## src/rtl/tap_ir_pkg.sv

```systemverilog
package tap_ir_pkg;

  typedef enum logic [3:0] {
    ST_RESET, ST_IDLE,
    ST_DR_SEL, ST_DR_CAP, ST_DR_SHF, ST_DR_EX1, ST_DR_PAU, ST_DR_EX2, ST_DR_UPD,
    ST_IR_SEL, ST_IR_CAP, ST_IR_SHF, ST_IR_EX1, ST_IR_PAU, ST_IR_EX2, ST_IR_UPD
  } tapStateT;

  typedef struct packed {
    logic inReset;
    logic captureIr;
    logic shiftIr;
    logic updateIr;
    logic captureDr;
    logic shiftDr;
    logic updateDr;
  } tapStrobeT;

  typedef enum logic [2:0] {
    INS_EXTEST, INS_SAMPLE, INS_CLAMP, INS_HIGHZ, INS_BYPASS
  } insClassT;

endpackage

```

## src/rtl/tap_ctrl.sv

```systemverilog
module tap_ctrl
  import tap_ir_pkg::*;
(
  input  logic      tck,
  input  logic      trstN,
  input  logic      tms,
  output tapStrobeT strb
);

  tapStateT state, nextState;

  always_ff @(posedge tck or negedge trstN) begin
    if (!trstN) state <= ST_RESET;
    else        state <= nextState;
  end

  always_comb begin
    nextState = state;
    unique case (state)
      ST_RESET:  nextState = tms ? ST_RESET  : ST_IDLE;
      ST_IDLE:   nextState = tms ? ST_DR_SEL : ST_IDLE;
      ST_DR_SEL: nextState = tms ? ST_IR_SEL : ST_DR_CAP;
      ST_DR_CAP: nextState = tms ? ST_DR_EX1 : ST_DR_SHF;
      ST_DR_SHF: nextState = tms ? ST_DR_EX1 : ST_DR_SHF;
      ST_DR_EX1: nextState = tms ? ST_DR_UPD : ST_DR_PAU;
      ST_DR_PAU: nextState = tms ? ST_DR_EX2 : ST_DR_PAU;
      ST_DR_EX2: nextState = tms ? ST_DR_UPD : ST_DR_SHF;
      ST_DR_UPD: nextState = tms ? ST_DR_SEL : ST_IDLE;
      ST_IR_SEL: nextState = tms ? ST_RESET  : ST_IR_CAP;
      ST_IR_CAP: nextState = tms ? ST_IR_EX1 : ST_IR_SHF;
      ST_IR_SHF: nextState = tms ? ST_IR_EX1 : ST_IR_SHF;
      ST_IR_EX1: nextState = tms ? ST_IR_UPD : ST_IR_PAU;
      ST_IR_PAU: nextState = tms ? ST_IR_EX2 : ST_IR_PAU;
      ST_IR_EX2: nextState = tms ? ST_IR_UPD : ST_IR_SHF;
      ST_IR_UPD: nextState = tms ? ST_DR_SEL : ST_IDLE;
      default:   nextState = ST_RESET;
    endcase
  end

  always_comb begin
    strb.inReset   = (state == ST_RESET);
    strb.captureIr = (state == ST_IR_CAP);
    strb.shiftIr   = (state == ST_IR_SHF);
    strb.updateIr  = (state == ST_IR_UPD);
    strb.captureDr = (state == ST_DR_CAP);
    strb.shiftDr   = (state == ST_DR_SHF);
    strb.updateDr  = (state == ST_DR_UPD);
  end

endmodule

```

## src/rtl/tap_ir_decode.sv

```systemverilog
module tap_ir_decode
  import tap_ir_pkg::*;
#(
  parameter int                  IR_WIDTH  = 8,
  parameter logic [IR_WIDTH-1:0] OP_EXTEST = 8'h00,
  parameter logic [IR_WIDTH-1:0] OP_SAMPLE = 8'h81,
  parameter logic [IR_WIDTH-1:0] OP_CLAMP  = 8'h82,
  parameter logic [IR_WIDTH-1:0] OP_HIGHZ  = 8'h03
) (
  input  logic [IR_WIDTH-1:0] irCode,
  input  logic                inReset,
  output insClassT            insClass
);

  always_comb begin
    if (inReset)                  insClass = INS_BYPASS;
    else if (irCode == OP_EXTEST) insClass = INS_EXTEST;
    else if (irCode == OP_SAMPLE) insClass = INS_SAMPLE;
    else if (irCode == OP_CLAMP)  insClass = INS_CLAMP;
    else if (irCode == OP_HIGHZ)  insClass = INS_HIGHZ;
    else                          insClass = INS_BYPASS;
  end

endmodule

```

## src/rtl/tap_datapath.sv

```systemverilog
module tap_datapath
  import tap_ir_pkg::*;
#(
  parameter int                  IR_WIDTH   = 8,
  parameter logic [IR_WIDTH-1:0] IR_CAPTURE = 8'b0011_1101,
  parameter logic [IR_WIDTH-1:0] OP_EXTEST  = 8'h00,
  parameter logic [IR_WIDTH-1:0] OP_SAMPLE  = 8'h81,
  parameter logic [IR_WIDTH-1:0] OP_CLAMP   = 8'h82,
  parameter logic [IR_WIDTH-1:0] OP_HIGHZ   = 8'h03
) (
  input  logic      tck,
  input  logic      trstN,
  input  tapStrobeT strb,
  input  logic      tdi,
  input  logic      bsrSerialIn,
  output logic      tdo,
  output logic      tdoEn,
  output logic      bsrCapture,
  output logic      bsrShift,
  output logic      bsrUpdate,
  output logic      bsrModeSel,
  output logic      forceHiZ
);

  localparam logic [IR_WIDTH-1:0] OP_RESET = '1;

  logic [IR_WIDTH-1:0] irShiftReg;
  logic [IR_WIDTH-1:0] irActive;
  logic                bypassReg;
  logic                selBsr;
  insClassT            insClass;

  tap_ir_decode #(
    .IR_WIDTH (IR_WIDTH),
    .OP_EXTEST(OP_EXTEST),
    .OP_SAMPLE(OP_SAMPLE),
    .OP_CLAMP (OP_CLAMP),
    .OP_HIGHZ (OP_HIGHZ)
  ) u_decode (
    .irCode  (irActive),
    .inReset (strb.inReset),
    .insClass(insClass)
  );

  // instruction shift stage and active instruction
  always_ff @(posedge tck or negedge trstN) begin
    if (!trstN) begin
      irShiftReg <= IR_CAPTURE;
      irActive   <= OP_RESET;
    end else begin
      if (strb.captureIr)    irShiftReg <= IR_CAPTURE;
      else if (strb.shiftIr) irShiftReg <= {tdi, irShiftReg[IR_WIDTH-1:1]};
      if (strb.inReset)      irActive <= OP_RESET;
      else if (strb.updateIr) irActive <= irShiftReg;
    end
  end

  // single-stage bypass register
  always_ff @(posedge tck or negedge trstN) begin
    if (!trstN)              bypassReg <= 1'b0;
    else if (strb.captureDr) bypassReg <= 1'b0;
    else if (strb.shiftDr)   bypassReg <= tdi;
  end

  assign selBsr     = (insClass == INS_EXTEST) || (insClass == INS_SAMPLE);
  assign bsrModeSel = (insClass == INS_EXTEST) || (insClass == INS_CLAMP);
  assign forceHiZ   = (insClass == INS_HIGHZ);
  assign bsrCapture = strb.captureDr && selBsr;
  assign bsrShift   = strb.shiftDr   && selBsr;
  assign bsrUpdate  = strb.updateDr  && selBsr;

  // serial output, retimed on the falling edge
  always_ff @(negedge tck or negedge trstN) begin
    if (!trstN) begin
      tdo   <= 1'b0;
      tdoEn <= 1'b0;
    end else begin
      tdoEn <= strb.shiftIr || strb.shiftDr;
      if (strb.shiftIr)      tdo <= irShiftReg[0];
      else if (strb.shiftDr) tdo <= selBsr ? bsrSerialIn : bypassReg;
      else                   tdo <= 1'b0;
    end
  end

endmodule

```

## src/rtl/tap_ir_top.sv

```systemverilog
module tap_ir_top
  import tap_ir_pkg::*;
#(
  parameter int                  IR_WIDTH   = 8,
  parameter logic [IR_WIDTH-1:0] IR_CAPTURE = 8'b0011_1101,
  parameter logic [IR_WIDTH-1:0] OP_EXTEST  = 8'h00,
  parameter logic [IR_WIDTH-1:0] OP_SAMPLE  = 8'h81,
  parameter logic [IR_WIDTH-1:0] OP_CLAMP   = 8'h82,
  parameter logic [IR_WIDTH-1:0] OP_HIGHZ   = 8'h03
) (
  input  logic tck,
  input  logic trstN,
  input  logic tms,
  input  logic tdi,
  input  logic bsrSerialIn,
  output logic tdo,
  output logic tdoEn,
  output logic bsrCapture,
  output logic bsrShift,
  output logic bsrUpdate,
  output logic bsrModeSel,
  output logic forceHiZ
);

  tapStrobeT strb;

  tap_ctrl u_ctrl (
    .tck  (tck),
    .trstN(trstN),
    .tms  (tms),
    .strb (strb)
  );

  tap_datapath #(
    .IR_WIDTH  (IR_WIDTH),
    .IR_CAPTURE(IR_CAPTURE),
    .OP_EXTEST (OP_EXTEST),
    .OP_SAMPLE (OP_SAMPLE),
    .OP_CLAMP  (OP_CLAMP),
    .OP_HIGHZ  (OP_HIGHZ)
  ) u_dp (
    .tck        (tck),
    .trstN      (trstN),
    .strb       (strb),
    .tdi        (tdi),
    .bsrSerialIn(bsrSerialIn),
    .tdo        (tdo),
    .tdoEn      (tdoEn),
    .bsrCapture (bsrCapture),
    .bsrShift   (bsrShift),
    .bsrUpdate  (bsrUpdate),
    .bsrModeSel (bsrModeSel),
    .forceHiZ   (forceHiZ)
  );

endmodule

```

## config.mk

```make
export PLATFORM = sky130hd
export DESIGN_NAME = tap_ir_top
export DESIGN_NICKNAME = d
export VERILOG_FILES = /design/src/rtl/tap_ir_pkg.sv /design/src/rtl/tap_ctrl.sv /design/src/rtl/tap_ir_decode.sv /design/src/rtl/tap_datapath.sv /design/src/rtl/tap_ir_top.sv
export SDC_FILE = /design/constraint.sdc
export NUM_CORES = 1
export LEC_CHECK = 0
export BUFFER_PORTS_ARGS = -buffer_cell sky130_fd_sc_hd__buf_2
export CORE_UTILIZATION = 25
export DETAILED_ROUTE_END_ITERATION = 16
export PLACE_DENSITY_LB_ADDON = 0.15
export SLEW_MARGIN = 20
export SYNTH_ARGS = -nofsm -noshare
export SYNTH_HDL_FRONTEND = slang
export SYNTH_SLANG_ARGS = --single-unit
```

## constraint.sdc

```tcl
create_clock -name tck -period 2.9 [get_ports tck]
set_clock_uncertainty 0.05 [all_clocks]
set_input_delay 0.58 -clock tck [delete_from_list [all_inputs] [get_ports tck]]
set_output_delay 0.58 -clock tck [all_outputs]
set_load 0.005 [all_outputs]
```

Yosys cells after proc, flatten, opt, wreduce, memory -nomap -nowiden
Cells that the tools add are included.

Reductions and logical operators: 15. Multiplexer cells: 27. Equal/unequal tests: 21.

Operators with widths (count): case mux 4 bit (12 select lines) (1); equality test 4 bit (second input constant) (8); two-way mux 8 bit (4); two-way mux 3 bit (7); equality test 4 x 3 -> 1 bit (second input constant) (4); equality test 8 bit (second input constant) (2); two-way mux 4 bit (4); equality test 4 x 2 -> 1 bit (second input constant) (2); equality test 8 x 2 -> 1 bit (second input constant) (1); logical NOT 8 bit (1); two-way mux 1 bit (8); equality test 3 x 2 -> 1 bit (second input constant) (2); two-way mux 2 bit (3); nonzero test 2 bit (3); equality test 4 x 1 -> 1 bit (second input constant) (1); logical NOT 4 bit (1); OR reduction 2 bit (2); equality test 3 x 1 -> 1 bit (second input constant) (1); logical AND 1 bit (3); logical NOT 3 bit (1); logical OR 1 bit (3); OR reduction 3 bit (1).

Logic and storage cells: 69. Bits of input ports: 5. Flip-flop bits (word level): 23.

Longest topological paths before layout
Depth in word-level cells: 11. Depth in mapped cells: 6.

Cells and area by module
From an unflattened synthesis, not the netlist that was laid out.

Cells, all modules: 123. Area total of the unflattened synthesis: 1263.7 um^2.

By module, submodules not included: tap_datapath (area an instance 840.8 um^2, cells each 69, instances 1); tap_ctrl (area an instance 340.3 um^2, cells each 46, instances 1); tap_ir_decode (area an instance 82.6 um^2, cells each 8, instances 1).

==> out/metrics.csv <==
stage,metric,value,unit
worst_setup_path,cell family with the largest share of critical-path delay,simple AND/OR/NAND/NOR gates,
clock_tree,H-tree depth,1,
timing,"Slew Viols, Final",0,
clock_tree,clk slew on worst S/H paths,80,ps
worst_setup_path,Worst setup EP type,register,
clock_tree,CTS root buffer,clkbuf_8,
floorplan,die width,71.39,µm
global_route,total track usage,12.09,%
placement,DP Worst Slack,-396.6,ps
logic_synthesis,yosys warns,0,
worst_setup_path,crit-path max FO,2,
clock_tree,Num CTS Buffers,3,
clock_tree,CTS tree,yes,
logic_synthesis,Mapped Cells,140,
layout,final instance area,0.001426,mm²
worst_setup_path,crit path DAT,1900,ps
placement,I/O Buffers,11,
layout,fin cells,210,
global_route,vias in the first global route,984,
global_route,largest net degree at the start of global routing,18,
worst_setup_path,Setup CP Type,reg -> reg,
layout,Area Growth Syn to Fin,18.50,%
logic_synthesis,share of the synthesized area in the top cell type,28.38,%
timing,Max-slew headroom,56.39,%
logic_synthesis,Synth cell types,28,
route,DR vias,1022,
route,DRC errors left,1,
layout,Final Core Density,31.67,%
timing,Fin. Hold Viols,0,
logic_synthesis,Post-synth top flop,dfstp_2,
clock_tree,post-CTS setup buffer count,0,
logic_synthesis,largest cells by area after synthesis,"dfstp_2, dfrtp_1, nand2_1",
run_status,outcome,"complete, but fails checks",
timing,worst slew pin tran,649.2,ps
worst_setup_path,crit-path max cell delay,530,ps
pwr,Worst VDD drop,0.2337,mV
route,initial drt markers,49,
floorplan,row cnt,24,
logic_synthesis,syn_nets,145,
layout,layout cell share with drive strength beyond 1,27.85,%
timing,final setup vio count,1,
worst_setup_path,CP max stage cell,or4_4,
logic_synthesis,Synth area leader,dfstp_2,
logic_synthesis,ys async rst share,100.0,%
flow_run,maxcap violations,0,
pwr,leakage power,0.6087,nW
floorplan,chip height,71.39,µm
clock_tree,post-CTS sizing,0,
clock_tree,clk buf depth,2,
floorplan,I/O pins,12,
worst_setup_path,Worst R2R Setup Slack,-380,ps
placement,Placement Cell Area,0.001380,mm²
placement,routability cong.,0.7381,
min_path,Hold Crit Class,in -> async,
layout,"commonest non-fill, non-tap cell in the layout",nand2_1,
logic_synthesis,mean cell area of the mapped netlist,8.598,µm²
floorplan,DIE AREA,0.005096,mm²
placement,HPWL Detailed,2053,µm
worst_setup_path,R2R Path End,u_dp.tdo$_DFF_NN0_,
global_route,antenna violations before repair,0,
route,DR pass1 iterations,11,
pwr,PD cells,1092,mW/mm²
clock_tree,worst-skew pair later-pin latency,260,ps
timing,final setup TNS,-376.1,ps
worst_setup_path,Reg2Reg Depth,4,
placement,dpl cells,206,
worst_setup_path,Critical Path RT,1520,ps
worst_setup_path,reg-to-reg startpoint,u_dp.irActive[5]$_DFFE_PN1P_,
global_route,global-route wire length before repair,4761,µm
route,DRT Wirelength,2801,µm
timing,RSZ-0062 raised after global routing,yes,
timing,Final WS setup,-376.1,ps
worst_setup_path,CP dominant cell by count,or4_4,
worst_setup_path,startpoint types,register,
route,WL per Instance,13.34,µm
route,post-route ant nets,0,
clock_tree,clk sinks,23,
clock_tree,hold buffer count at CTS,0,
layout,nets,164,
run_status,failing checks,"DRC, setup timing",
layout,Antenna Cells,0,
logic_synthesis,"Seq/Total Area, Yosys",49.17,%
worst_setup_path,CP Cell Sequence,or4_4 -> or4_4 -> mux2i_1 -> o21ai_1,
logic_synthesis,cell area after synthesis,0.001204,mm²
worst_setup_path,crit path buf inv count,0,
floorplan,Placeable Area,0.004504,mm²
logic_synthesis,number of synthesized flops with an enable pin,0,
layout,most frequent cells in the layout,"nand2_1, o21ai_0, nor2_1, dfstp_2, buf_4",
floorplan,Initial Util,26.72,%
logic_synthesis,"FF+latch count, synth",23,
global_route,Overflow after GRT,0,
route,vias per cell,4.867,
[flip-flops by register name, indices dropped and copies added (netlist names)]
name	count
u_dp.tdo	1
u_ctrl.state	4
u_dp.irActive	8
u_dp.tdoEn	1
u_dp.irShiftReg	8
u_dp.bypassReg	1
[metal layers]
layer  track usage [%]  wire (µm)  vias to the layer above
met5                 0          0                        -
met4             4.667         34                        0
met3             2.110         68                        2
met2             17.35       1222                       14
met1             18.01       1476                      476
li1                  -          -                      530
[synth_stat cells (3+ instances only)]
| cell | number |
|---|---|
| nand3_1 | 4 |
| inv_1 | 3 |
| a22oi_1 | 8 |
| nand2_1 | 29 |
| dfrtp_1 | 8 |
| a21oi_1 | 4 |
| clkbuf_1 | 7 |
| o21ai_0 | 21 |
| nor2_1 | 13 |
| nor3_1 | 4 |
| o21ai_1 | 3 |
| dfstp_2 | 13 |
[worst max path at each step]
stage	slack (ps)	endpoint	from	cells past startpoint
after floorplan	-370	u_dp.tdo$_DFF_NN0_	u_dp.irActive[5]$_DFFE_PN1P_	4
after global placement	-360	u_dp.tdo$_DFF_NN0_	u_dp.irActive[5]$_DFFE_PN1P_	4
after detailed placement	-400	u_dp.tdo$_DFF_NN0_	u_dp.irActive[5]$_DFFE_PN1P_	4
after CTS	-400	u_dp.tdo$_DFF_NN0_	u_dp.irActive[5]$_DFFE_PN1P_	4
after global routing	-450	u_dp.tdo$_DFF_NN0_	u_dp.irActive[5]$_DFFE_PN1P_	4
final	-380	u_dp.tdo$_DFF_NN0_	u_dp.irActive[5]$_DFFE_PN1P_	4
[worst register-to-register path, delay by kind of cell, from the launching register on]
kind	cells	cell delay, ps
DFF	1	370
and+or+nand+nor	2	1040
muxes	1	160
AOI/OAI and AO/OA	1	70
[logic make-up (layout without fill, tap and decap cells)]
| group | after synthesis | after routing | share of synthesized area [%] |
|---|---|---|---|
| buffers and inverters | 12 | 30 | 3.743 |
| muxes | 1 | 1 | 0.8316 |
| DFF | 23 | 23 | 49.17 |
| AOI/OAI and AO/OA | 43 | 43 | 21.62 |
| and+or+nand+nor | 58 | 58 | 22.45 |
| xor gates and xnor gates | 3 | 3 | 2.183 |
[stage by stage]
step | total power, mW | hold WS (ps)
3_3_place_gp | 1.352 | 372.0
2_1_floorplan | 1.130 | 234.4
3_5_place_dp | 1.370 | 371.9
4_1_cts | 1.572 | 85.48
6_report | 1.557 | 87.82
5_1_grt | 1.711 | 92.21
[final cells by class]
type / instances / area (µm²)
Tap cell: 52 / 65.06
Sequential cell: 23 / 591.8
Inverter: 3 / 11.26
Multi-Input combinational cell: 105 / 566.8
Clock inverter: 1 / 5.005
Fill cell: 489 / 3078
Clock buffer: 3 / 41.29
Timing Repair Buffer: 23 / 145.1
[report_power, final]
part / total [mW] / leakage, nW / internal, mW / switching, mW
clock: 0.192 / 0.0255 / 0.0956 / 0.0967
sequential: 0.658 / 0.265 / 0.527 / 0.131
combinational: 0.707 / 0.319 / 0.302 / 0.405
No activity file was read; power rests on OpenSTA's default activity.
